<file path="src/rtl/dmaarb_pkg.sv">
// Shared types and mode decoding for the transfer arbiter.
// Assumes a two-bit mode code per lane.
package dmaarb_pkg;

    typedef enum logic [2:0] {
        ST_IDLE  = 3'd0,
        ST_REQ   = 3'd1,
        ST_START = 3'd2,
        ST_WAIT  = 3'd3,
        ST_REL   = 3'd4
    } arb_state_t;

    localparam int MODE_W = 2;
    localparam logic [MODE_W-1:0] MODE_SINGLE = 2'b00;
    localparam logic [MODE_W-1:0] MODE_BURST  = 2'b01;
    localparam logic [MODE_W-1:0] MODE_BLOCK  = 2'b10;

    // True when the mode keeps the bus across units.
    function automatic logic mode_holds(input logic [MODE_W-1:0] m);
        return (m == MODE_BURST) || (m == MODE_BLOCK);
    endfunction

endpackage

</file>
<file path="src/rtl/dmaarb_elig.sv">
// Eligibility mask: passes lane requests that are valid in the latched
// layout. In the two-channel layout only even lanes may take part.
// Assumes NUM_LANES is even.
module dmaarb_elig #(
    parameter int NUM_LANES = 4
) (
    input  logic                 full_q,
    input  logic [NUM_LANES-1:0] req,
    output logic [NUM_LANES-1:0] elig
);

    for (genvar i = 0; i < NUM_LANES; i++) begin : g_lane
        if ((i % 2) == 0) begin : g_even
            // Even lanes are valid in both layouts.
            assign elig[i] = req[i];
        end else begin : g_odd
            // Odd lanes are masked in the two-channel layout.
            assign elig[i] = req[i] & ~full_q;
        end
    end

endmodule

</file>
<file path="src/rtl/dmaarb_prio.sv">
// Fixed-priority picker: the lowest index wins. Also reports whether any
// eligible lane ranks above the currently active lane.
// Assumes act is one-hot or zero.
module dmaarb_prio #(
    parameter int NUM_LANES = 4
) (
    input  logic                 clk,
    input  logic                 rst_n,
    input  logic [NUM_LANES-1:0] elig,
    input  logic [NUM_LANES-1:0] act,
    output logic [NUM_LANES-1:0] win,
    output logic                 higher
);

    // Lowest-index eligible lane becomes the one-hot winner.
    always_comb begin
        logic found;
        win   = '0;
        found = 1'b0;
        for (int i = 0; i < NUM_LANES; i++) begin
            if (elig[i] && !found) begin
                win[i] = 1'b1;
                found  = 1'b1;
            end
        end
    end

    // Flags an eligible lane with an index below the active lane.
    always_comb begin
        logic seen;
        higher = 1'b0;
        seen   = 1'b0;
        for (int i = 0; i < NUM_LANES; i++) begin
            if (act[i] && seen) begin
                higher = 1'b1;
            end
            seen = seen | elig[i];
        end
    end

    a_r3_win_onehot: assert property (@(posedge clk) disable iff (!rst_n)
        $onehot0(win) && ((win == '0) == (elig == '0)));

    a_r3_win_is_eligible: assert property (@(posedge clk) disable iff (!rst_n)
        (win & ~elig) == '0);

endmodule

</file>
<file path="src/rtl/dmaarb_fsm.sv">
// Ownership state machine: requests the bus, latches the winner at grant,
// issues unit strobes and decides release per the latched mode.
// Assumes unit_done is only meaningful after a strobe.
module dmaarb_fsm
    import dmaarb_pkg::*;
#(
    parameter int NUM_LANES = 4
) (
    input  logic                        clk,
    input  logic                        rst_n,
    input  logic                        cfg_full,
    input  logic [NUM_LANES-1:0]        elig,
    input  logic [NUM_LANES-1:0]        win,
    input  logic                        higher,
    input  logic [MODE_W*NUM_LANES-1:0] ch_mode,
    input  logic                        bus_grant,
    input  logic                        hp_master_req,
    input  logic                        unit_done,
    input  logic                        block_done,
    output logic                        full_q,
    output logic [NUM_LANES-1:0]        act_q,
    output logic                        bus_req,
    output logic [NUM_LANES-1:0]        act_sel,
    output logic                        xfer_stb
);

    arb_state_t        state_q, state_d;
    logic [MODE_W-1:0] mode_q;
    logic [MODE_W-1:0] win_mode;
    logic              any_elig;
    logic              yield_now;

    assign any_elig  = |elig;
    assign yield_now = block_done | higher | hp_master_req;

    // Selects the mode code of the winning lane.
    always_comb begin
        win_mode = '0;
        for (int i = 0; i < NUM_LANES; i++) begin
            if (win[i]) begin
                win_mode = ch_mode[MODE_W*i +: MODE_W];
            end
        end
    end

    // Next-state decision for bus ownership.
    always_comb begin
        state_d = state_q;
        unique case (state_q)
            ST_IDLE:  if (any_elig) state_d = ST_REQ;
            ST_REQ:   if (bus_grant) state_d = any_elig ? ST_START : ST_REL;
            ST_START: state_d = ST_WAIT;
            ST_WAIT: begin
                if (unit_done) begin
                    if (!mode_holds(mode_q) || yield_now) state_d = ST_REL;
                    else                                  state_d = ST_START;
                end
            end
            ST_REL:   state_d = ST_IDLE;
            default:  state_d = ST_IDLE;
        endcase
    end

    // State register with synchronous active-low reset.
    always_ff @(posedge clk) begin
        if (!rst_n) state_q <= ST_IDLE;
        else        state_q <= state_d;
    end

    // Latches winner and its mode at grant; clears select on release.
    always_ff @(posedge clk) begin
        if (!rst_n) begin
            act_q  <= '0;
            mode_q <= MODE_SINGLE;
        end else if (state_q == ST_REQ && bus_grant && any_elig) begin
            act_q  <= win;
            mode_q <= win_mode;
        end else if (state_q == ST_REL) begin
            act_q  <= '0;
        end
    end

    // Samples the layout input only while the bus is not owned.
    always_ff @(posedge clk) begin
        if (!rst_n) full_q <= 1'b0;
        else if (state_q == ST_IDLE || state_q == ST_REL) full_q <= cfg_full;
    end

    // Output decode from state.
    assign bus_req  = (state_q == ST_REQ) || (state_q == ST_START) || (state_q == ST_WAIT);
    assign act_sel  = (state_q == ST_START || state_q == ST_WAIT) ? act_q : '0;
    assign xfer_stb = (state_q == ST_START);

    a_r2_idle_requests: assert property (@(posedge clk) disable iff (!rst_n)
        (state_q == ST_IDLE && any_elig) |=> bus_req);

    a_r3_sel_onehot: assert property (@(posedge clk) disable iff (!rst_n)
        $onehot0(act_sel));

    a_r5_sel_held: assert property (@(posedge clk) disable iff (!rst_n)
        (act_sel != '0) |=> (act_sel == '0 || act_sel == $past(act_sel)));

    a_r6_single_release: assert property (@(posedge clk) disable iff (!rst_n)
        (state_q == ST_WAIT && unit_done && !mode_holds(mode_q)) |=> (!bus_req && act_sel == '0));

    a_r7_burst_continue: assert property (@(posedge clk) disable iff (!rst_n)
        (state_q == ST_WAIT && unit_done && mode_holds(mode_q) && !yield_now) |=> (xfer_stb && bus_req));

    a_r8_end_release: assert property (@(posedge clk) disable iff (!rst_n)
        (state_q == ST_WAIT && unit_done && block_done) |=> !bus_req);

    a_r9_yield_release: assert property (@(posedge clk) disable iff (!rst_n)
        (state_q == ST_WAIT && unit_done && (higher || hp_master_req)) |=> !bus_req);

    a_r10_release_gap: assert property (@(posedge clk) disable iff (!rst_n)
        $fell(bus_req) |=> !bus_req);

    a_r11_cfg_frozen: assert property (@(posedge clk) disable iff (!rst_n)
        (bus_req && $past(bus_req)) |-> $stable(full_q));

    a_r12_stb_owned: assert property (@(posedge clk) disable iff (!rst_n)
        xfer_stb |-> (bus_req && $onehot(act_sel)));

endmodule

</file>
<file path="src/rtl/dmaarb_top.sv">
// Top of the transfer arbiter: eligibility mask, fixed-priority picker and
// ownership state machine. Assumes NUM_LANES is even and at least 2.
module dmaarb_top
    import dmaarb_pkg::*;
#(
    parameter int NUM_LANES = 4
) (
    input  logic                        clk,
    input  logic                        rst_n,
    input  logic                        cfg_full,
    input  logic [NUM_LANES-1:0]        ch_req,
    input  logic [MODE_W*NUM_LANES-1:0] ch_mode,
    input  logic                        bus_grant,
    input  logic                        hp_master_req,
    input  logic                        unit_done,
    input  logic                        block_done,
    output logic                        bus_req,
    output logic [NUM_LANES-1:0]        act_sel,
    output logic                        xfer_stb
);

    logic                 full_q;
    logic [NUM_LANES-1:0] elig;
    logic [NUM_LANES-1:0] win;
    logic [NUM_LANES-1:0] act_q;
    logic                 higher;

    dmaarb_elig #(.NUM_LANES(NUM_LANES)) u_elig (
        .full_q (full_q),
        .req    (ch_req),
        .elig   (elig)
    );

    dmaarb_prio #(.NUM_LANES(NUM_LANES)) u_prio (
        .clk    (clk),
        .rst_n  (rst_n),
        .elig   (elig),
        .act    (act_q),
        .win    (win),
        .higher (higher)
    );

    dmaarb_fsm #(.NUM_LANES(NUM_LANES)) u_fsm (
        .clk           (clk),
        .rst_n         (rst_n),
        .cfg_full      (cfg_full),
        .elig          (elig),
        .win           (win),
        .higher        (higher),
        .ch_mode       (ch_mode),
        .bus_grant     (bus_grant),
        .hp_master_req (hp_master_req),
        .unit_done     (unit_done),
        .block_done    (block_done),
        .full_q        (full_q),
        .act_q         (act_q),
        .bus_req       (bus_req),
        .act_sel       (act_sel),
        .xfer_stb      (xfer_stb)
    );

    a_r4_odd_masked: assert property (@(posedge clk) disable iff (!rst_n)
        full_q |-> (act_sel[1] == 1'b0 && act_sel[NUM_LANES-1] == 1'b0));

endmodule

</file>
<file path="config.mk">
export PLATFORM = sky130hd
export DESIGN_NAME = dmaarb_top
export DESIGN_NICKNAME = d
export VERILOG_FILES = /design/src/rtl/dmaarb_pkg.sv /design/src/rtl/dmaarb_elig.sv /design/src/rtl/dmaarb_prio.sv /design/src/rtl/dmaarb_fsm.sv /design/src/rtl/dmaarb_top.sv
export SDC_FILE = /design/constraint.sdc
export NUM_CORES = 1
export LEC_CHECK = 0
export ABC_AREA = 0
export ABC_CLOCK_PERIOD_IN_PS = 3200
export BUFFER_PORTS_ARGS = -buffer_cell sky130_fd_sc_hd__buf_2
export CAP_MARGIN = 20
export CORE_UTILIZATION = 35
export DETAILED_ROUTE_END_ITERATION = 10
export PLACE_DENSITY = 0.62
export SYNTH_ARGS = -nofsm -noshare
export SYNTH_HDL_FRONTEND = slang
export SYNTH_SLANG_ARGS = --single-unit
export TNS_END_PERCENT = 100
</file>
<file path="constraint.sdc">
create_clock -name clk -period 3.2 [get_ports clk]
set_input_delay 0.16 -clock clk [delete_from_list [all_inputs] [get_ports clk]]
set_output_delay 0.16 -clock clk [all_outputs]
set_load 0.02 [all_outputs]
</file>
==> results_dict.tcl, run 1 <==
set metrics [dict create \
    status "complete, no violations" \
    cts_resized 0 \
    placed_area_sq_um 806 \
    irDropWorstVdd_mv 0.167 \
    crit_buf_inv 0 \
    cp.required_ns 3.37 \
    antenna_left 0 \
    overflow 0 \
    synth_warnings 0 \
    ys_types 36 \
    leakage_nw 0.357 \
    max_stage_delay_ns 0.63 \
    synthesis.nets 105 \
    cp-end-kind "flip-flop" \
    hold_viol_final 0 \
    dpl_worst_slack_ns 1.32 \
    diodes 0 \
    antenna_found_initial 0 \
    finalSetupTns_ns 0 \
    grt_pass1_vias 620 \
    clkPwrFrac_pct 29.5 \
    vias 683 \
    slowest_stage "a211oi_2" \
    syn2layout_area_growth_pct 22.4 \
    clk_pin_slew_ns 0.07 \
    crit_arrival_ns 2.08 \
    final_nets 129 \
    routedWlPerCell_microns 12.1 \
    p_switching_uw 98.5 \
    first_iter_violations 9 \
    die_area_sq_um 2110 \
    grt_setup_unrepaired "false" \
    swShare_pct 31.9 \
    slew_viol_final 0 \
    slew-limit-headroom_pct 52.8 \
    finalCritPeriodShare_pct 59.7 \
    worstSetupPathType "flip-flop to flip-flop" \
    fp.coreArea_sq_um 1760 \
    cts_tree "built" \
    dp_cells 130 \
    ctsHtreeMaxLevel 1 \
    tightest_slew_ns 0.707 \
    worst_slack_ns 1.29 \
    path_cells "nand3b_1 -> a211oi_2 -> nand2_1 -> o32ai_1" \
    cp_top_family "compound AO/OA/AOI/OAI gates" \
    ys_seq_area_share_pct 29.6 \
    initial_core_util_pct 38.4 \
    wirelength_mm 1.61 \
    design_area_sq_um 828 \
    hp-class "input port to flip-flop" \
    cts_post_setup_buffers_inserted 0 \
    ctsHoldBuffers 0 \
    grt_pass1_wl_mm 2.46 \
    postSynthCellCount 86 \
    netlist_area_sq_um 677 \
    grt_usage_pct 16.4 \
    gp_congestion 0.788 \
    start_kind "flip-flop" \
    fin_cells 133 \
    p_seq_share_pct 46.9 \
    insertion_delay_ns 0.27 \
    internal_power_uw 210 \
    cts.sinks 10 \
    powerDensity_nw_per_um2 373 \
    clk_path_buf_depth 2 \
    numCtsBuffers 3 \
    row_count 15 \
    drive_gt1_share_pct 30.6 \
    p_comb_share_pct 23.6 \
    die-width_microns 46.0 \
    finalSetupViolCount 0 \
    drc 0 \
    crit_path_max_fanout 13 \
    fin_skew_ns 0.00262 \
    io_buffers 24 \
    avgSynthCellArea_sq_um 7.87 \
    ios 25 \
    grt_max_degree 14 \
    synth-seq-cells 10 \
    drt_pass1_iterations 4 \
    die_h_microns 46.0 \
    dp_hpwl_mm 1.19 \
    cts-root-buf "clkbuf_4" \
    fmaxAchievable_ghz 0.523 \
    maxCapViolCount 0 \
    fin_crit_ns 1.91 \
    vias_per_cell 5.14 \
]
Yosys cell counts, drive strengths merged:
master / count / area share, %
or4b: 1 / 2.0
nand2b: 1 / 0.92
nor2b: 4 / 3.7
inv: 2 / 1.1
and2b: 1 / 1.5
and3b: 1 / 1.3
a2111oi: 2 / 3.0
a211oi: 1 / 1.8
mux2i: 1 / 1.5
a311oi: 1 / 1.3
buf: 3 / 2.2
and2: 4 / 3.7
nor2: 11 / 6.5
nand4b: 1 / 1.3
o2111ai: 1 / 1.3
nand3b: 5 / 5.5
and4b: 1 / 1.5
o21bai: 1 / 1.1
or3b: 1 / 1.3
dfxtp: 10 / 30
clkbuf: 2 / 1.1
o21ai: 1 / 0.74
nand2: 12 / 6.7
a21oi: 4 / 3.0
xor2: 1 / 1.3
a21boi: 4 / 4.4
o32ai: 2 / 3.7
nor3b: 1 / 1.1
and4: 1 / 1.3
nand3: 2 / 1.5
a22oi: 1 / 1.1
o21a: 1 / 1.1
o22ai: 1 / 0.92
metal layers:
layer	routed length (microns)	track usage, %	vias up
li1	-	-	351
met1	802	21.1	305
met2	674	26.2	23
met3	110	2.38	4
met4	26	8.82	0
met5	0	0	-
kinds of logic after synthesis:
family          synth area share (%)
buf+inv                         4.44
simple gates                    39.7
flops                           29.6
compound gates                  23.5
mux                             1.48
xor+xnor                        1.29
flip-flops by register name, summed over array words and instances (netlist names):
name / count
u_fsm.act_q: 4
u_fsm.full_q: 1
u_fsm.mode_q: 2
u_fsm.state_q: 3
cells in the final DEF, fill, tap and decap left out:
cell	count
a2111oi_1	2
a211oi_2	1
a21boi_0	1
a21boi_1	3
a21oi_1	4
a22oi_1	1
a311oi_1	1
and2_1	4
and2b_4	1
and3b_1	1
and4_1	1
and4b_1	1
buf_2	24
clkbuf_4	3
dfxtp_1	10
inv_1	2
mux2i_1	1
nand2_1	12
nand2b_1	1
nand3_1	2
nand3b_1	5
nand4b_1	1
nor2_1	10
nor2_2	1
nor2b_1	4
nor3b_1	1
o2111ai_1	1
o21a_1	1
o21ai_0	1
o21bai_1	1
o22ai_1	1
o32ai_1	1
o32ai_2	1
or3b_2	1
or4b_4	1
xor2_1	1
path summary, 6_finish.rpt:
path                    startpoint                to  slack (ns)  cells past startpoint
setup / recovery  u_fsm.state_q[0]   u_fsm.mode_q[0]        1.29                      4
hold / removal           unit_done  u_fsm.state_q[0]        0.13                      2
setup reg to reg  u_fsm.state_q[0]   u_fsm.mode_q[0]        1.29                      4
hold reg to reg     u_fsm.act_q[0]    u_fsm.act_q[0]        0.48                      2
final cells by class:
type	instances	area, sq um
sequential	10	200
multi-input combinational	69	447
inverter	2	7.51
timing repair buffer	24	120
fill	193	936
tap	25	31.3
clock buffer	3	22.5
power by group through the flow:
stage                     clock, mW  combinational (mW)  sequential, mW
after floorplan                   0              0.0571           0.140
after detailed placement          0              0.0724           0.148
after global routing         0.0967              0.0792           0.146
final                        0.0911              0.0728           0.145
after CTS                    0.0935              0.0729           0.145
after global placement            0              0.0716           0.147
worst register-to-register path, cell delays in order, from the launching register on:
cell      delay, ns
dfxtp_1        0.54
nand3b_1       0.14
a211oi_2       0.63
nand2_1        0.19
o32ai_1        0.31
through the flow:
| stage | utilization (%) | total power [mW] | hold slack (ns) |
|---|---|---|---|
| floorplan | - | 0.197 | 0.279 |
| global placement | 45.7 | 0.219 | 0.392 |
| detailed placement | 45.7 | 0.220 | 0.412 |
| CTS | 47.0 | 0.311 | 0.122 |
| global route | 47.0 | 0.322 | 0.132 |
| finish | 47.0 | 0.309 | 0.125 |
Note: power is estimated with default switching activity, not from simulation.
==> inputs of run 2 (changes only) <==
--- a/config.mk
+++ b/config.mk
@@ -5,13 +5,13 @@
 export SDC_FILE = /design/constraint.sdc
 export NUM_CORES = 1
 export LEC_CHECK = 0
-export ABC_AREA = 0
-export ABC_CLOCK_PERIOD_IN_PS = 3200
+export ABC_AREA = 1
+export ABC_CLOCK_PERIOD_IN_PS = 1700
 export BUFFER_PORTS_ARGS = -buffer_cell sky130_fd_sc_hd__buf_2
 export CAP_MARGIN = 20
 export CORE_UTILIZATION = 35
 export DETAILED_ROUTE_END_ITERATION = 10
-export PLACE_DENSITY = 0.62
+export PLACE_DENSITY = 0.65
 export SYNTH_ARGS = -nofsm -noshare
 export SYNTH_HDL_FRONTEND = slang
 export SYNTH_SLANG_ARGS = --single-unit
==> constraint.sdc (replaced) <==
create_clock -name clk -period 1.7 [get_ports clk]
set_input_delay 0.085 -clock clk [delete_from_list [all_inputs] [get_ports clk]]
set_output_delay 0.085 -clock clk [all_outputs]
set_load 0.02 [all_outputs]
==> results_dict.tcl, run 2 <==
set metrics [dict create \
    status "complete, no violations" \
    async_reset_ff_share_pct 0 \
    avgSynthCellArea_sq_um 5.82 \
    row_count 15 \
    finalCritPeriodShare_pct 75.8 \
    clk_path_buf_depth 2 \
    max_stage_delay_ns 0.36 \
    die_h_microns 45.4 \
    p_seq_share_pct 39.7 \
    ctsHtreeMaxLevel 1 \
    finalSetupTns_ns 0 \
    final_cell_mix "28 x nand2_1, 24 x buf_2, 21 x nor2_1" \
    fin_crit_ns 1.29 \
    layout.cells.most_common "nand2_1" \
    finalSetupViolCount 0 \
    largest_registers "u_fsm.act_q: 4 flops, u_fsm.state_q: 3 flops, u_fsm.mode_q: 2 flops" \
    whs_ns 0.0575 \
    startpoint "u_fsm.state_q[2]" \
    regMostFlops "u_fsm.act_q" \
    final_util_pct 48.5 \
    clkPwrFrac_pct 31.4 \
    slowest_stage "dfxtp_1" \
    ys_types 18 \
    ios 25 \
    p_switching_uw 221 \
    internal_power_uw 456 \
    fin_skew_ns 0.00608 \
    cp.depth 4 \
    r2r_slack_ns 0.43 \
    drc 0 \
    endpoint "xfer_stb" \
    syn2layout_area_growth_pct 28.5 \
    drive_gt1_share_pct 27.7 \
    cp-end-kind "primary output" \
    timing.rr.end "u_fsm.mode_q[1]" \
    yosys.area.top_type "dfxtp_1" \
    seqCellArea_sq_um 200 \
    reg2regPathDepth 9 \
    swShare_pct 32.7 \
    regToRegStartpoint "u_fsm.state_q[2]" \
    irDropWorstVdd_mv 0.484 \
    yosys.area.top_type_share_pct 30.4 \
    ys_top_cells_by_area "dfxtp_1 30%, nand2_1 16%, nor2_1 12%" \
    slew_viol_final 0 \
    diodes 0 \
    clk_pin_slew_ns 0.06 \
    vias_per_cell 4.61 \
    vias 766 \
    powerDensity_nw_per_um2 800 \
    fmaxAchievable_ghz 0.776 \
    die-width_microns 45.4 \
    dp_hpwl_mm 1.31 \
    synth-seq-cells 10 \
    netlist_area_sq_um 658 \
    ys_seq_area_share_pct 30.4 \
    cts_resized 0 \
    synth.top_cells.by_count "28 x nand2_1, 21 x nor2_1, 17 x inv_1" \
    cp_top_family "flip-flops" \
    cts-root-buf "clkbuf_4" \
    hold_viol_final 0 \
    synth_edf_count 0 \
    worstSetupPathType "flip-flop to primary output" \
    antenna_found_initial 0 \
    antenna_left 0 \
    insertion_delay_ns 0.27 \
    cts_tree "built" \
    start_kind "flip-flop" \
    leakage_nw 0.430 \
    numCtsBuffers 3 \
    die_area_sq_um 2060 \
    grt_pass1_wl_mm 2.44 \
    slew-limit-headroom_pct 74.6 \
    fp.coreArea_sq_um 1750 \
    cp.required_ns 1.62 \
    tightest_slew_ns 0.380 \
    cts_post_setup_buffers_inserted 0 \
    io_buffers 24 \
    initial_core_util_pct 37.7 \
    fillers 198 \
    maxCapViolCount 0 \
    wirelength_mm 1.55 \
    ctsHoldBuffers 0 \
    synthesis.nets 132 \
    overflow 0 \
    postSynthCellCount 113 \
    grt_usage_pct 16.6 \
    synth_warnings 0 \
    crit_buf_inv 2 \
    gp_congestion 0.846 \
    grt_max_degree 7 \
    path_cells "inv_2 -> nand2_1 -> nor2_1 -> buf_2" \
    final_nets 161 \
    synth_most_common_cell "nand2_1" \
    first_iter_violations 19 \
    drt_pass1_iterations 4 \
    crit_arrival_ns 1.20 \
    grt_pass1_vias 673 \
    p_comb_share_pct 28.8 \
    largest_reg_flops 4 \
    multi_input_area_sq_um 375 \
    ys.flop_type "dfxtp_1" \
    cts.sinks 10 \
    crit_path_max_fanout 5 \
    routedWlPerCell_microns 9.36 \
    grt_setup_unrepaired "false" \
    hp-class "input port to flip-flop" \
]
run 2: worst min-delay path by stage:
stage / startpoint / to / slack [ns] / depth (start not counted)
global placement: cfg_full / u_fsm.full_q / 0.32 / 3
floorplan: rst_n / u_fsm.mode_q[0] / 0.18 / 2
global route: cfg_full / u_fsm.full_q / 0.08 / 3
finish: cfg_full / u_fsm.full_q / 0.06 / 3
detailed placement: cfg_full / u_fsm.full_q / 0.32 / 3
CTS: cfg_full / u_fsm.full_q / 0.05 / 3
run 2: cell type report:
class | count | area share [%]
sequential | 10 | 23.7
tap | 25 | 3.70
multi-input combinational | 81 | 44.4
timing repair buffer | 24 | 14.2
inverter | 22 | 9.76
clock buffer | 4 | 4.29
run 2: stage by stage:
| step | instance area [sq um] | worst slack [ns] | power [mW] | std cells |
|---|---|---|---|---|
| 4_1_cts | 846 | 0.400 | 0.680 | 166 |
| 5_1_grt | 846 | 0.309 | 0.715 | 166 |
| 3_3_place_gp | 810 | 0.421 | 0.465 | 162 |
| 3_5_place_dp | 810 | 0.426 | 0.469 | 162 |
| 2_1_floorplan | 658 | 0.507 | 0.407 | 113 |
| 6_report | 846 | 0.411 | 0.677 | 166 |
run 2: cells by family after synthesis:
group           Yosys count  synth area share (%)
compound gates           15                  13.1
buf+inv                  22                  12.5
flops                    10                  30.4
simple gates             66                  43.9
run 2: layer usage:
layer  GRT usage, %  share of wire (%)
met4           5.45               0.64
met5              0                  0
met1           18.5                 48
met2           30.7                 46
met3           3.60                5.1
run 2: power groups by stage:
stage	Combinational, mW	Sequential (mW)	Clock (mW)
after floorplan	0.136	0.271	0
after global placement	0.192	0.274	0
after detailed placement	0.195	0.274	0
after CTS	0.196	0.269	0.215
after global routing	0.219	0.271	0.225
final	0.195	0.269	0.213
run 2: worst register-to-register path, delay by kind of cell, from the launching register on:
kind | cells | cell delay (ns)
flops | 1 | 0.36
buf+inv | 3 | 0.25
simple gates | 6 | 0.62
==> inputs of run 3 (changes only) <==
--- a/config.mk
+++ b/config.mk
@@ -6,12 +6,12 @@
 export NUM_CORES = 1
 export LEC_CHECK = 0
 export ABC_AREA = 1
-export ABC_CLOCK_PERIOD_IN_PS = 1700
+export ABC_CLOCK_PERIOD_IN_PS = 1200
 export BUFFER_PORTS_ARGS = -buffer_cell sky130_fd_sc_hd__buf_2
 export CAP_MARGIN = 20
 export CORE_UTILIZATION = 35
 export DETAILED_ROUTE_END_ITERATION = 10
-export PLACE_DENSITY = 0.65
+export PLACE_DENSITY = 0.62
 export SYNTH_ARGS = -nofsm -noshare
 export SYNTH_HDL_FRONTEND = slang
 export SYNTH_SLANG_ARGS = --single-unit
==> constraint.sdc (replaced) <==
create_clock -name clk -period 1.2 [get_ports clk]
set_input_delay 0.06 -clock clk [delete_from_list [all_inputs] [get_ports clk]]
set_output_delay 0.06 -clock clk [all_outputs]
set_load 0.02 [all_outputs]
==> results_dict.tcl, run 3 (synthesis results as in run 2) <==
set metrics [dict create \
    finalSetupTns_ns 0 \
    cts.sinks 10 \
    vias_per_cell 4.81 \
    max_stage_delay_ns 0.33 \
    endpoint "act_sel[3]" \
    final_nets 166 \
    startpoint "u_fsm.state_q[1]" \
    cts_tree "built" \
    ctsHtreeMaxLevel 1 \
    numCtsBuffers 3 \
    cts-root-buf "clkbuf_4" \
    antenna_found_initial 0 \
    overflow 0 \
    hp-class "input port to flip-flop" \
    grt_max_degree 7 \
    slowest_stage "dfxtp_2" \
    largest_registers "u_fsm.act_q: 4 flops, u_fsm.state_q: 3 flops, u_fsm.mode_q: 2 flops" \
    clkPwrFrac_pct 27.1 \
    vias 823 \
    die_area_sq_um 2060 \
    maxCapViolCount 0 \
    drive_gt1_share_pct 46.6 \
    clk_path_buf_depth 2 \
    fin_skew_ns 0.00323 \
    cp.required_ns 1.14 \
    final_cell_mix "23 x nand2_1, 18 x buf_2, 17 x inv_1" \
    finalSetupViolCount 0 \
    tightest_slew_ns 0.286 \
    grt_setup_unrepaired "true" \
    antenna_left 0 \
    crit_path_frequent_cell "buf_6" \
    regToRegStartpoint "u_fsm.full_q" \
    p_switching_uw 404 \
    reg2regPathDepth 8 \
    ios 25 \
    row_count 15 \
    insertion_delay_ns 0.28 \
    initial_core_util_pct 37.7 \
    die_h_microns 45.4 \
    cp-end-kind "primary output" \
    path_cells "buf_6 -> nand2_2 -> buf_6 -> nor2_4 -> buf_6" \
    fin_crit_ns 1.18 \
    status "complete, no violations" \
    multi_input_area_sq_um 499 \
    worstSetupPathType "flip-flop to primary output" \
    fillers 168 \
    start_kind "flip-flop" \
    grt_pass1_vias 682 \
    syn2layout_area_growth_pct 62.2 \
    seqCellArea_sq_um 208 \
    crit_path_max_fanout 4 \
    dpl_worst_slack_ns -0.0187 \
    finalCritPeriodShare_pct 98.1 \
    clk_pin_slew_ns 0.07 \
    layout.cells.most_common "nand2_1" \
    slew_viol_final 0 \
    die-width_microns 45.4 \
    grt_pass1_wl_mm 2.79 \
    design_area_sq_um 1070 \
    fmaxAchievable_ghz 0.849 \
    p_seq_share_pct 33.9 \
    worst_slack_ns 0.0224 \
    io_buffers 24 \
    r2r_slack_ns 0.04 \
    leakage_nw 0.486 \
    placed_area_sq_um 840 \
    crit_arrival_ns 1.12 \
    swShare_pct 35.1 \
    whs_ns 0.00343 \
    timing.rr.end "u_fsm.act_q[3]" \
    first_iter_violations 22 \
    powerDensity_nw_per_um2 1080 \
    hold_depth 3 \
    regMostFlops "u_fsm.act_q" \
    slew-limit-headroom_pct 80.9 \
    hold_viol_final 0 \
    largest_reg_flops 4 \
    p_comb_share_pct 39.0 \
    diodes 0 \
    gp_congestion 0.787 \
    wirelength_mm 1.93 \
    drt_pass1_iterations 6 \
    drc 0 \
    ctsHoldBuffers 0 \
    dp_hpwl_mm 1.36 \
    irDropWorstVdd_mv 0.736 \
    fp.coreArea_sq_um 1750 \
    routedWlPerCell_microns 11.3 \
    grt_usage_pct 19.8 \
    internal_power_uw 746 \
]
[run 3: cell types whose count changed in the layout (fill, tap and decap cells not counted), sizes merged]
cell / delta
buf: +5
[run 3: worst max-delay path, delay by kind of cell (launching register included)]
family / cells / cell delay [ns]
buffers and inverters: 3 / 0.37
DFF: 1 / 0.33
and+or+nand+nor: 2 / 0.14
[run 3: stage by stage]
stage / power, mW / util [%] / std cells
2_1_floorplan: 0.576 / - / 113
3_3_place_gp: 0.691 / 48.1 / 166
3_5_place_dp: 0.694 / 48.1 / 166
4_1_cts: 1.02 / 51.8 / 170
5_1_grt: 1.22 / 61.1 / 171
6_report: 1.15 / 61.1 / 171
[run 3: worst min-delay path by stage]
| stage | start | end | slack, ns |
|---|---|---|---|
| 2_1_floorplan | rst_n | u_fsm.mode_q[0] | 0.16 |
| 3_3_place_gp | cfg_full | u_fsm.full_q | 0.29 |
| 3_5_place_dp | cfg_full | u_fsm.full_q | 0.29 |
| 4_1_cts | cfg_full | u_fsm.full_q | 0.006 |
| 5_1_grt | cfg_full | u_fsm.full_q | 0.03 |
| 6_report | cfg_full | u_fsm.full_q | 0.003 |
[run 3: area by class of cell]
class                      instances  share of cell area [%]
multi-input combinational         81                    46.8
sequential                        10                    19.5
timing repair buffer              29                    19.0
inverter                          22                    8.44
clock buffer                       4                    3.40
tap                               25                    2.93
[run 3: power by group through the flow]
stage	clock network [mW]	registers (mW)	logic (mW)
detailed placement	0	0.384	0.311
global route	0.335	0.395	0.489
floorplan	0	0.384	0.192
finish	0.311	0.390	0.449
global placement	0	0.383	0.308
CTS	0.317	0.378	0.327
[run 3: metal layers]
layer	vias up	wire (microns)	track usage, %	part of all wire (%)
met3	4	94	7.20	4.9
met1	378	787	22.0	41
met2	22	1010	32.5	52
met4	0	39	10.9	2.0
li1	419	-	-	-
met5	-	0	0	0
[run 3: timing repair]
item	in CTS	in global routing
endpoints found under the setup margin	8	14
gates cloned	0	0
gates resized for setup	9	44
pin swaps	0	8
buffers inserted	0	1
